==> src/rtl/wdog_pkg.sv <==
package wdog_pkg;
   // register word index (byte address bits [3:2])
   localparam int unsigned IDX_CTRL  = 0;
   localparam int unsigned IDX_RELD  = 1;
   localparam int unsigned IDX_COUNT = 2;
   localparam int unsigned IDX_ICLR  = 3;

   // control field positions
   localparam int unsigned POS_RST_EN = 0;
   localparam int unsigned POS_IRQ_EN = 2;
   localparam int unsigned POS_DIV    = 3;
   localparam int unsigned POS_RUN    = 5;
   localparam int unsigned POS_PRE    = 8;

   typedef struct packed {
      logic run;
      logic irq_en;
      logic rst_en;
   } wdog_en_t;
endpackage

==> src/rtl/wdog_regs.sv <==
module wdog_regs
   import wdog_pkg::*;
#(
   parameter int unsigned CNT_W    = 16,
   parameter int unsigned PRE_W    = 8,
   parameter int unsigned DSEL_W   = 2,
   parameter int unsigned CNT_INIT = 16'h8000
) (
   input  logic              clk_i,
   input  logic              rst_ni,
   input  logic              bus_en_i,
   input  logic              bus_we_i,
   input  logic [3:0]        bus_addr_i,
   input  logic [31:0]       bus_wdata_i,
   output logic [31:0]       bus_rdata_o,
   input  logic [CNT_W-1:0]  cnt_i,
   output wdog_en_t          en_o,
   output logic [PRE_W-1:0]  pre_o,
   output logic [DSEL_W-1:0] dsel_o,
   output logic [CNT_W-1:0]  reld_o,
   output logic              cnt_wr_o,
   output logic [CNT_W-1:0]  cnt_wdata_o,
   output logic              clr_o
);
   logic       wr;
   logic [1:0] widx;
   logic       unused_ok;

   assign wr   = bus_en_i & bus_we_i;
   assign widx = bus_addr_i[3:2];
   assign unused_ok = &{1'b0, bus_addr_i[1:0], bus_wdata_i};

   always_ff @(posedge clk_i or negedge rst_ni) begin
      if (!rst_ni) begin
         en_o   <= '0;
         pre_o  <= '0;
         dsel_o <= '0;
         reld_o <= CNT_W'(CNT_INIT);
      end else if (wr) begin
         if (widx == 2'(IDX_CTRL)) begin
            en_o.run    <= bus_wdata_i[POS_RUN];
            en_o.irq_en <= bus_wdata_i[POS_IRQ_EN];
            en_o.rst_en <= bus_wdata_i[POS_RST_EN];
            pre_o       <= bus_wdata_i[POS_PRE +: PRE_W];
            dsel_o      <= bus_wdata_i[POS_DIV +: DSEL_W];
         end
         if (widx == 2'(IDX_RELD))
            reld_o <= bus_wdata_i[CNT_W-1:0];
      end
   end

   assign cnt_wr_o    = wr && (widx == 2'(IDX_COUNT));
   assign cnt_wdata_o = bus_wdata_i[CNT_W-1:0];
   assign clr_o       = wr && (widx == 2'(IDX_ICLR));

   always_comb begin
      bus_rdata_o = '0;
      unique case (widx)
         2'(IDX_CTRL): begin
            bus_rdata_o[POS_RUN]           = en_o.run;
            bus_rdata_o[POS_IRQ_EN]        = en_o.irq_en;
            bus_rdata_o[POS_RST_EN]        = en_o.rst_en;
            bus_rdata_o[POS_PRE +: PRE_W]  = pre_o;
            bus_rdata_o[POS_DIV +: DSEL_W] = dsel_o;
         end
         2'(IDX_RELD):  bus_rdata_o[CNT_W-1:0] = reld_o;
         2'(IDX_COUNT): bus_rdata_o[CNT_W-1:0] = cnt_i;
         default:       bus_rdata_o = '0;
      endcase
   end
endmodule

==> src/rtl/wdog_tickgen.sv <==
module wdog_tickgen #(
   parameter int unsigned PRE_W    = 8,
   parameter int unsigned DSEL_W   = 2,
   parameter int unsigned DIV_LOG2 = 4
) (
   input  logic              clk_i,
   input  logic              rst_ni,
   input  logic              run_i,
   input  logic [PRE_W-1:0]  pre_i,
   input  logic [DSEL_W-1:0] dsel_i,
   output logic              tick_o
);
   localparam int unsigned DC_W = DIV_LOG2 + (1 << DSEL_W) - 1;

   logic [PRE_W-1:0]  pcnt, pre_act;
   logic [DSEL_W-1:0] dsel_act;
   logic [DC_W-1:0]   dcnt, dlim;
   logic [DC_W:0]     span;
   logic              pwrap, dwrap;

   assign span   = (DC_W+1)'(1) << (DIV_LOG2 + int'(dsel_act));
   assign dlim   = DC_W'(span - (DC_W+1)'(1));
   assign pwrap  = (pcnt == pre_act);
   assign dwrap  = (dcnt >= dlim);
   assign tick_o = run_i & pwrap & dwrap;

   always_ff @(posedge clk_i or negedge rst_ni) begin
      if (!rst_ni) begin
         pcnt     <= '0;
         dcnt     <= '0;
         pre_act  <= '0;
         dsel_act <= '0;
      end else if (!run_i) begin
         pcnt     <= '0;
         dcnt     <= '0;
         pre_act  <= pre_i;
         dsel_act <= dsel_i;
      end else if (pwrap) begin
         pcnt     <= '0;
         dcnt     <= dwrap ? '0 : dcnt + 1'b1;
         pre_act  <= pre_i;
         dsel_act <= dsel_i;
      end else begin
         pcnt <= pcnt + 1'b1;
      end
   end

   // ticks are at least 16 cycles apart
   assert_tick_gap_R3: assert property (@(posedge clk_i) disable iff (!rst_ni)
      tick_o |=> !tick_o);
   // a stopped timer cannot tick on the next cycle, even if restarted
   assert_stop_quiet_R10: assert property (@(posedge clk_i) disable iff (!rst_ni)
      !run_i |=> !tick_o);
endmodule

==> src/rtl/wdog_expiry.sv <==
module wdog_expiry #(
   parameter int unsigned CNT_W    = 16,
   parameter int unsigned CNT_INIT = 16'h8000
) (
   input  logic             clk_i,
   input  logic             rst_ni,
   input  logic             tick_i,
   input  logic             cnt_wr_i,
   input  logic [CNT_W-1:0] cnt_wdata_i,
   input  logic [CNT_W-1:0] reld_i,
   input  logic             irq_en_i,
   input  logic             rst_en_i,
   input  logic             clr_i,
   output logic [CNT_W-1:0] cnt_o,
   output logic             irq_o,
   output logic             rst_req_o
);
   logic at_zero, fire;

   assign at_zero = (cnt_o == '0);
   assign fire    = tick_i & at_zero & ~cnt_wr_i;

   always_ff @(posedge clk_i or negedge rst_ni) begin
      if (!rst_ni) begin
         cnt_o     <= CNT_W'(CNT_INIT);
         irq_o     <= 1'b0;
         rst_req_o <= 1'b0;
      end else begin
         if (cnt_wr_i)    cnt_o <= cnt_wdata_i;
         else if (tick_i) cnt_o <= at_zero ? reld_i : cnt_o - 1'b1;

         if (fire && irq_en_i) irq_o <= 1'b1;
         else if (clr_i)       irq_o <= 1'b0;

         rst_req_o <= fire & rst_en_i;
      end
   end

   assert_rst_single_R6: assert property (@(posedge clk_i) disable iff (!rst_ni)
      rst_req_o |=> !rst_req_o);
   assert_irq_set_R5: assert property (@(posedge clk_i) disable iff (!rst_ni)
      $rose(irq_o) |-> $past(tick_i && irq_en_i));
   assert_irq_hold_R5: assert property (@(posedge clk_i) disable iff (!rst_ni)
      $fell(irq_o) |-> $past(clr_i));
   assert_cnt_move_R8: assert property (@(posedge clk_i) disable iff (!rst_ni)
      !$stable(cnt_o) |-> $past(tick_i || cnt_wr_i));
endmodule

==> src/rtl/wdog_prescaled.sv <==
module wdog_prescaled
   import wdog_pkg::*;
#(
   parameter int unsigned CNT_W    = 16,
   parameter int unsigned PRE_W    = 8,
   parameter int unsigned DSEL_W   = 2,
   parameter int unsigned DIV_LOG2 = 4,
   parameter int unsigned CNT_INIT = 16'h8000
) (
   input  logic        clk_i,
   input  logic        rst_ni,
   input  logic        bus_en_i,
   input  logic        bus_we_i,
   input  logic [3:0]  bus_addr_i,
   input  logic [31:0] bus_wdata_i,
   output logic [31:0] bus_rdata_o,
   output logic        irq_o,
   output logic        sys_rst_req_o
);
   initial begin
      assert (CNT_W >= 2 && CNT_W <= 32);
      assert (PRE_W >= 1 && POS_PRE + PRE_W <= 32);
      assert (DSEL_W >= 1 && POS_DIV + DSEL_W <= POS_RUN);
      assert (CNT_INIT < (64'd1 << CNT_W));
   end

   wdog_en_t          en;
   logic [PRE_W-1:0]  pre;
   logic [DSEL_W-1:0] dsel;
   logic [CNT_W-1:0]  reld, cnt, cnt_wdata;
   logic              cnt_wr, clr, tick;

   wdog_regs #(.CNT_W(CNT_W), .PRE_W(PRE_W), .DSEL_W(DSEL_W), .CNT_INIT(CNT_INIT)) u_regs (
      .clk_i(clk_i), .rst_ni(rst_ni),
      .bus_en_i(bus_en_i), .bus_we_i(bus_we_i), .bus_addr_i(bus_addr_i),
      .bus_wdata_i(bus_wdata_i), .bus_rdata_o(bus_rdata_o),
      .cnt_i(cnt), .en_o(en), .pre_o(pre), .dsel_o(dsel), .reld_o(reld),
      .cnt_wr_o(cnt_wr), .cnt_wdata_o(cnt_wdata), .clr_o(clr)
   );

   wdog_tickgen #(.PRE_W(PRE_W), .DSEL_W(DSEL_W), .DIV_LOG2(DIV_LOG2)) u_tick (
      .clk_i(clk_i), .rst_ni(rst_ni), .run_i(en.run),
      .pre_i(pre), .dsel_i(dsel), .tick_o(tick)
   );

   wdog_expiry #(.CNT_W(CNT_W), .CNT_INIT(CNT_INIT)) u_exp (
      .clk_i(clk_i), .rst_ni(rst_ni), .tick_i(tick),
      .cnt_wr_i(cnt_wr), .cnt_wdata_i(cnt_wdata), .reld_i(reld),
      .irq_en_i(en.irq_en), .rst_en_i(en.rst_en), .clr_i(clr),
      .cnt_o(cnt), .irq_o(irq_o), .rst_req_o(sys_rst_req_o)
   );

   // a stopped timer never moves its count without a bus write
   assert_frozen_R10: assert property (@(posedge clk_i) disable iff (!rst_ni)
      (!en.run && !cnt_wr) |=> $stable(cnt));
endmodule

==> config.mk <==
export PLATFORM = sky130hd
export DESIGN_NAME = wdog_prescaled
export DESIGN_NICKNAME = d
export VERILOG_FILES = /design/src/rtl/wdog_pkg.sv /design/src/rtl/wdog_regs.sv /design/src/rtl/wdog_tickgen.sv /design/src/rtl/wdog_expiry.sv /design/src/rtl/wdog_prescaled.sv
export SDC_FILE = /design/constraint.sdc
export NUM_CORES = 1
export LEC_CHECK = 0
export ABC_AREA = 1
export BUFFER_PORTS_ARGS = -buffer_cell sky130_fd_sc_hd__buf_2
export CAP_MARGIN = 10
export CORE_MARGIN = 2
export CORE_UTILIZATION = 49
export DETAILED_ROUTE_END_ITERATION = 12
export PLACE_DENSITY = 0.77
export SLEW_MARGIN = 20
export SYNTH_ARGS = -nofsm -noshare
export SYNTH_HDL_FRONTEND = slang
export SYNTH_SLANG_ARGS = --single-unit
export TNS_END_PERCENT = 30
==> constraint.sdc <==
create_clock -name clk_i -period 3.6 [get_ports clk_i]
set_input_delay 0.18 -clock clk_i [delete_from_list [all_inputs] [get_ports clk_i]]
set_output_delay 0.18 -clock clk_i [all_outputs]
set_load 0.02 [all_outputs]
==> results of run 1 <==
## flip-flops by register name, summed over array words and instances, names as in the netlist, 3 cells and up
register,count
u_exp.cnt_o,16
u_regs.reld_o,16
u_regs.pre_o,8
u_tick.pcnt,8
u_tick.pre_act,8
u_tick.dcnt,7
u_regs.en_o,3
## metrics by stage
step,setup WS (ps),cell area (um2)
final,1587,4961
after floorplan,1959,4576
after CTS,1656,4961
after global routing,1454,4961
after global placement,1442,4731
after detailed placement,1298,4731
## Yosys cell counts
cell type | count | area, um2
nand2_1 | 255 | 957.2
inv_1 | 74 | 277.8
dfrtp_1 | 70 | 1752
nand3_1 | 67 | 335.3
nor2_1 | 37 | 138.9
o21ai_0 | 32 | 160.2
buf_4 | 18 | 135.1
ha_1 | 12 | 150.1
clkbuf_1 | 10 | 37.54
o21ai_1 | 9 | 45.04
a21oi_1 | 8 | 40.04
nor2_2 | 8 | 50.05
xnor2_1 | 8 | 70.07
inv_2 | 6 | 22.52
xor2_1 | 6 | 52.55
nand4_1 | 4 | 25.02
o22ai_1 | 4 | 25.02
buf_6 | 3 | 33.78
nand2_2 | 3 | 18.77
nor3_1 | 3 | 15.01
buf_1 | 2 | 7.510
buf_2 | 2 | 10.01
dfstp_2 | 2 | 52.55
nand2_4 | 2 | 22.52
nor2_4 | 2 | 22.52
a31oi_1 | 1 | 6.260
and3_1 | 1 | 6.260
clkinv_2 | 1 | 5.000
conb_1 | 1 | 3.750
nand3_2 | 1 | 10.01
nand4_4 | 1 | 21.27
nor3_2 | 1 | 10.01
## routing by layer
layer  share of wire  global-route usage  vias to the layer above  routed length, um
li1                -                   -                     2079                  -
met1            0.46              0.3220                     1946               4998
met2            0.47              0.3758                      120               5089
met3           0.051             0.02855                       13                549
met4           0.016             0.08219                        0                168
met5               0                   0                        -                  0
## where the power goes
part           leakage [nW]  internal (W)  total [W]  switching [W]
combinational          1.66      0.000377    0.00107       0.000696
clock                 0.101      0.000390   0.000710       0.000321
sequential            0.924      0.000986    0.00118       0.000198
total                  2.69       0.00175    0.00297        0.00121
## area by class of cell
type	count	area (um2)	share of cell area
timing repair buffer	46	250.2	0.05044
tap	111	138.9	0.02799
inverter	81	305.3	0.06154
clock buffer	9	123.9	0.02497
multi-input combinational	481	2242	0.4520
sequential	72	1804	0.3637
clock inverter	7	96.34	0.01942
## logic make-up after synthesis
logic type                 synth area share
AOI/OAI and AO/OA                   0.06118
xor gates and xnor gates            0.02713
adders and majority gates           0.03322
buffers and inverters                0.1171
DFF                                  0.3992
other                             0.0008298
and+or+nand+nor                      0.3613
## how the worst min path moves through the flow
stage / endpoint / slack (ps) / cells past startpoint
after floorplan: u_exp.cnt_o[0] / -120 / 0
after global routing: u_exp.cnt_o[13] / 100 / 3
after detailed placement: u_regs.pre_o[1] / 280 / 1
final: u_exp.cnt_o[10] / 80 / 3
after CTS: u_regs.reld_o[1] / 80 / 3
after global placement: u_regs.pre_o[1] / 270 / 1
## layout by cell type, fill, tap and decap left out, types with 12 or more instances in the layout
master | synthesis | final
nand2_1 | 255 | 255
inv_1 | 74 | 74
dfrtp_1 | 70 | 70
nand3_1 | 67 | 67
buf_2 | 2 | 39
nor2_1 | 37 | 37
o21ai_0 | 32 | 32
conb_1 | 1 | 16
ha_1 | 12 | 12
## worst max-delay path, delay by kind of cell
kind	cells	cell delay [ps]
AO/OA/AOI/OAI	1	460
adder cells (fa/ha/maj)	1	560
buffers and inverters	2	200
AND/OR/NAND/NOR	1	830
## what timing repair did
item	in CTS	in global routing
hold endpoints to repair	28	0
endpoints found under the setup margin	0	0
hold buffers	1	0
buffers inserted	0	0
==> results.py, run 1 <==
metrics = {
    "status": {
        "outcome": "completed",
    },
    "die": {
        "dieArea_um2": 10010,
        "core-area_um2": 9109,
        "die_h_um": 100.0,
        "rows": 35,
        "io_pins": 74,
        "start_util": 0.4962,
        "die_x_um": 100.0,
    },
    "sta": {
        "fmax_mhz": 496.7,
        "worst_slew_pin_slew_ps": 925.6,
        "rsz0062_at_grt": "false",
        "finalCriticalPeriod_ps": 2013,
        "setup_viol": 0,
        "hold_viol_final": 0,
        "fin_skew_ps": 11.38,
        "maxSlewHeadroom": 0.3812,
        "holdWs_ps": 83.73,
        "drv_slew": 0,
        "finalSetupTns_ps": 0,
        "fin_crit_sh": 0.5592,
    },
    "placed_design": {
        "port_buffers": 39,
        "placed_cells": 790,
        "hpwl_um": 7919,
        "gp_congestion": 0.9584,
    },
    "clocking": {
        "numCtsBuffers": 9,
        "clk_latency_ps": 350,
        "clockBufferDepth": 2,
        "htreeDepth": 3,
        "path_clk_slew_ps": 80,
        "clkSinkCount": 72,
        "tritoncts": "built",
        "clockRootBuffer": "clkbuf_8",
        "cts_resized": 0,
    },
    "logic_synthesis": {
        "ys_seq_area_frac": 0.3992,
        "ys_ff_latch": 72,
        "synth.cell_area_um2": 4519,
        "synth_cell_types": 32,
        "yosysWarnings": 0,
        "netlist_instances": 654,
        "syn_area_per_cell_um2": 6.910,
    },
    "job": {
        "maxCapViolCount": 0,
    },
    "worst_setup_path": {
        "reg2regPathDepth": 11,
        "cp-startpoint": "bus_addr_i[3]",
        "critPathLaunchType": "input pin",
        "path_max_fanout": 26,
        "reg2reg_to": "u_exp.cnt_o[6]",
        "r2r_slack_ps": 1670,
        "critPathKind": "in2reg",
        "critPathMaxStageDelay_ps": 830,
        "cp_cell_sequence": "buf_2 > inv_1 > ha_1 > nand3_1 > o21ai_0",
        "timing.rr.start": "u_tick.dsel_act[1]",
        "arrival_ps": 2250,
        "required_ps": 3830,
        "crit_slowest_cell": "nand3_1",
        "cp-endpoint": "u_regs.pre_o[0]",
        "endpoint_kind": "flip-flop",
    },
    "drt": {
        "ant_nets": 0,
        "drc": 0,
        "drt_iter0_drc": 282,
        "vias_per_cell": 5.152,
        "vias": 4158,
        "totalWireLength_um": 10810,
        "firstDrtPassIters": 5,
        "wl_per_cell_um": 13.39,
    },
    "power_and_ir_drop": {
        "total_power_w": 0.002967,
        "peakVddDrop_mv": 0.2205,
        "power.density_nw_per_um2": 598.0,
        "leakage_nw": 2.691,
    },
    "finish": {
        "drive_above_1_share": 0.1264,
        "area_delta_synth_final_pct": 9.773,
        "fill_cells": 898,
        "final_util": 0.5446,
        "fin_nets": 743,
        "final_cells": 807,
        "n_antenna_cell": 0,
    },
    "global_routing": {
        "first_global_vias": 3890,
        "grt_pass1_wl_um": 18530,
        "antenna_found_initial": 0,
        "grt_max_degree": 33,
        "grt-ovfl-total": 0,
        "track_usage": 0.2316,
    },
    "min_path": {
        "hold_start": "bus_wdata_i[10]",
        "min_path_type": "in2reg",
    },
}
Power figures use the tool's default switching activity.
==> inputs of run 2 (changes only) <==
--- a/config.mk
+++ b/config.mk
@@ -5,7 +5,7 @@
 export SDC_FILE = /design/constraint.sdc
 export NUM_CORES = 1
 export LEC_CHECK = 0
-export ABC_AREA = 1
+export ABC_AREA = 0
 export BUFFER_PORTS_ARGS = -buffer_cell sky130_fd_sc_hd__buf_2
 export CAP_MARGIN = 10
 export CORE_MARGIN = 2
==> constraint.sdc (replaced) <==
create_clock -name clk_i -period 1.9 [get_ports clk_i]
set_input_delay 0.095 -clock clk_i [delete_from_list [all_inputs] [get_ports clk_i]]
set_output_delay 0.095 -clock clk_i [all_outputs]
set_load 0.02 [all_outputs]
==> run 2 against run 1 <==
Effect of this change:
- the flow now finishes with violations (setup timing)
- final area increased by 2.7%
- critical path depth grew 2
- die area shrank 8.0%
- global-route usage is 0.46 points higher
- power increased by 65%
- worst hold slack lost 68 ps
- sequential share of layout area shrank 0.97 points
- sequential power rose by 83%
- synthesized area fell by 8.4%
- cell count is 29% lower
- critical endpoint is now u_exp.cnt_o[14]
- highest routed layer unchanged
==> results.py, run 2 <==
metrics = {
    "status": {
        "outcome": "finished with violations",
        "failed_checks": "setup timing",
    },
    "die": {
        "start_util": 0.5040,
        "core-area_um2": 8217,
        "io_pins": 74,
        "rows": 33,
        "die_x_um": 95.94,
        "dieArea_um2": 9204,
        "die_h_um": 95.94,
    },
    "power_and_ir_drop": {
        "p_int_w": 0.003201,
        "clkPwrFrac": 0.251,
        "power_frac_seq": 0.442,
        "p_switching_w": 0.001684,
        "switching_share": 0.3447,
        "power.density_nw_per_um2": 958.2,
        "power_frac_comb": 0.307,
        "leakage_nw": 2.450,
        "peakVddDrop_mv": 0.6212,
    },
    "finish": {
        "fin_nets": 513,
        "ff_latch_area_um2": 1804,
        "n_antenna_cell": 0,
        "design_area_um2": 5097,
        "reg_top3": "u_exp.cnt_o (16), u_regs.reld_o (16)",
        "area_delta_synth_final_pct": 23.08,
        "fill_cells": 641,
        "final_cells": 571,
        "multi_input_area_um2": 2242,
        "layout_common_cells": "dfrtp_1 (70), buf_2 (39), buf_4 (38), mux2i_1 (36), mux2_2 (33)",
        "final_common_cell": "dfrtp_1",
        "drive_above_1_share": 0.3519,
    },
    "sta": {
        "drv_slew": 0,
        "fin_crit_sh": 1.042,
        "holdWs_ps": 15.60,
        "hold_viol_final": 0,
        "finalSetupTns_ps": -208.3,
        "fmax_mhz": 505.2,
        "setup_viol": 5,
        "finalCriticalPeriod_ps": 1980,
        "worst_slew_pin_slew_ps": 668.2,
        "fin_skew_ps": 9.370,
        "rsz0062_at_grt": "true",
        "layout_setup_ws_ps": -79.55,
        "maxSlewHeadroom": 0.5545,
    },
    "worst_setup_path": {
        "path_max_fanout": 4,
        "arrival_ps": 2210,
        "critPathLaunchType": "flip-flop",
        "r2r_slack_ps": -80,
        "critPathKind": "reg2reg",
        "endpoint_kind": "flip-flop",
        "required_ps": 2130,
    },
    "placed_design": {
        "hpwl_um": 7055,
        "gp_congestion": 0.8642,
        "placed_cells": 544,
        "dpl_worst_slack_ps": -36.62,
        "port_buffers": 39,
        "placed_cell_area_um2": 4682,
    },
    "global_routing": {
        "antenna_found_initial": 0,
        "grt-ovfl-total": 0,
        "first_global_vias": 3301,
        "grt_max_degree": 73,
        "grt_pass1_wl_um": 16390,
        "track_usage": 0.2362,
    },
    "min_path": {
        "min_path_type": "in2reg",
    },
    "logic_synthesis": {
        "ys_top_cells_by_area": "dfrtp_1 (42%), mux2_2 (9.8%), mux2i_1 (9.4%)",
        "synth_edf_count": 0,
        "yosysMostFrequentCell": "dfrtp_1",
        "synth_cell_types": 50,
        "synth_top_area_share": 0.4230,
        "ys_seq_area_frac": 0.4356,
        "synth.cell_area_um2": 4141,
        "syn_area_per_cell_um2": 10.90,
        "ys_ff_latch": 72,
        "netlist_instances": 380,
        "yosysTopAreaCell": "dfrtp_1",
        "synth_commonest_cells": "dfrtp_1 (70), mux2i_1 (39), mux2_2 (36)",
        "yosysWarnings": 0,
        "synth_flop_cell": "dfrtp_1",
        "async_flop_share": 1.000,
    },
    "drt": {
        "vias_per_cell": 5.785,
        "route.met2.wl_um": 4922,
        "totalWireLength_um": 10050,
        "m1WireLength_um": 4296,
        "ant_nets": 0,
        "wl_per_cell_um": 17.60,
        "wl_met3_um": 601,
        "firstDrtPassIters": 9,
        "top_layer_used": "met4",
        "drt_iter0_drc": 274,
        "vias": 3303,
        "drc": 0,
    },
    "clocking": {
        "path_clk_slew_ps": 80,
        "clockBufferDepth": 2,
        "htreeDepth": 3,
        "clockRootBuffer": "clkbuf_8",
        "clk_latency_ps": 350,
        "tritoncts": "built",
        "numCtsBuffers": 9,
        "clkSinkCount": 72,
    },
    "job": {
        "maxCapViolCount": 0,
    },
}
run 2: area by class of cell:
| cell class | instances | area share |
|---|---|---|
| repair buffers | 93 | 0.1325 |
| clock inverters | 6 | 0.01325 |
| inverters | 13 | 0.009573 |
| well taps | 105 | 0.02577 |
| clock buffers | 10 | 0.02504 |
| flip-flops and latches | 72 | 0.3540 |
| multi-input cells | 272 | 0.4399 |
run 2: power groups by stage:
stage / registers [W] / clock network, W / logic (W)
4_1_cts: 0.00215 / 0.00125 / 0.00141
2_1_floorplan: 0.00210 / 0 / 0.000952
5_1_grt: 0.00221 / 0.00133 / 0.00165
3_5_place_dp: 0.00218 / 0 / 0.00138
6_report: 0.00216 / 0.00122 / 0.00150
3_3_place_gp: 0.00215 / 0 / 0.00132
run 2: final timing paths:
path                                    startpoint           endpoint  cells past startpoint
worst max-delay path            u_tick.dsel_act[1]    u_exp.cnt_o[14]                      7
worst min-delay path                bus_wdata_i[3]   u_regs.reld_o[3]                      2
worst max register to register  u_tick.dsel_act[1]    u_exp.cnt_o[14]                      7
worst min register to register   u_regs.reld_o[14]  u_regs.reld_o[14]                      2
max in group asynchronous                   rst_ni  u_regs.reld_o[15]                      3
min in group asynchronous                   rst_ni     u_regs.en_o[0]                      3
run 2: per-stage QoR:
stage                     utilization  power [W]
after floorplan                     -   0.003055
after global placement         0.5698   0.003474
after detailed placement       0.5698   0.003559
after CTS                      0.6067   0.004820
after global routing           0.6204   0.005183
final                          0.6204   0.004884
run 2: kinds of logic after synthesis:
logic type / Yosys count / share of synthesized area
flops: 72 / 0.4356
other cells: 1 / 0.0009055
fa+ha+maj: 12 / 0.03625
mux: 75 / 0.1921
buf+inv: 51 / 0.06677
simple gates: 93 / 0.1193
xor+xnor: 27 / 0.05710
compound gates: 49 / 0.09184
run 2: timing repair:
| item | CTS | global route |
|---|---|---|
| hold endpoints to repair | 83 | 0 |
| pin swaps | 2 | 5 |
| hold buffers | 9 | 0 |
| endpoints found under the setup margin | 21 | 34 |
| gates resized for setup | 3 | 21 |
| buffers inserted | 0 | 2 |
run 2: per-layer routing:
layer,up-vias,GRT usage
met1,1644,0.3084
met5,-,0
met4,0,0.08333
met2,124,0.3916
met3,22,0.04699
li1,1513,-
run 2: worst max-delay path, stage by stage (launching register included):
cell	delay, ps
dfrtp_1	380
inv_2	70
ha_4	270
nand4_1	90
o21a_1	240
or2_4	270
o41ai_1	420
o22ai_1	110
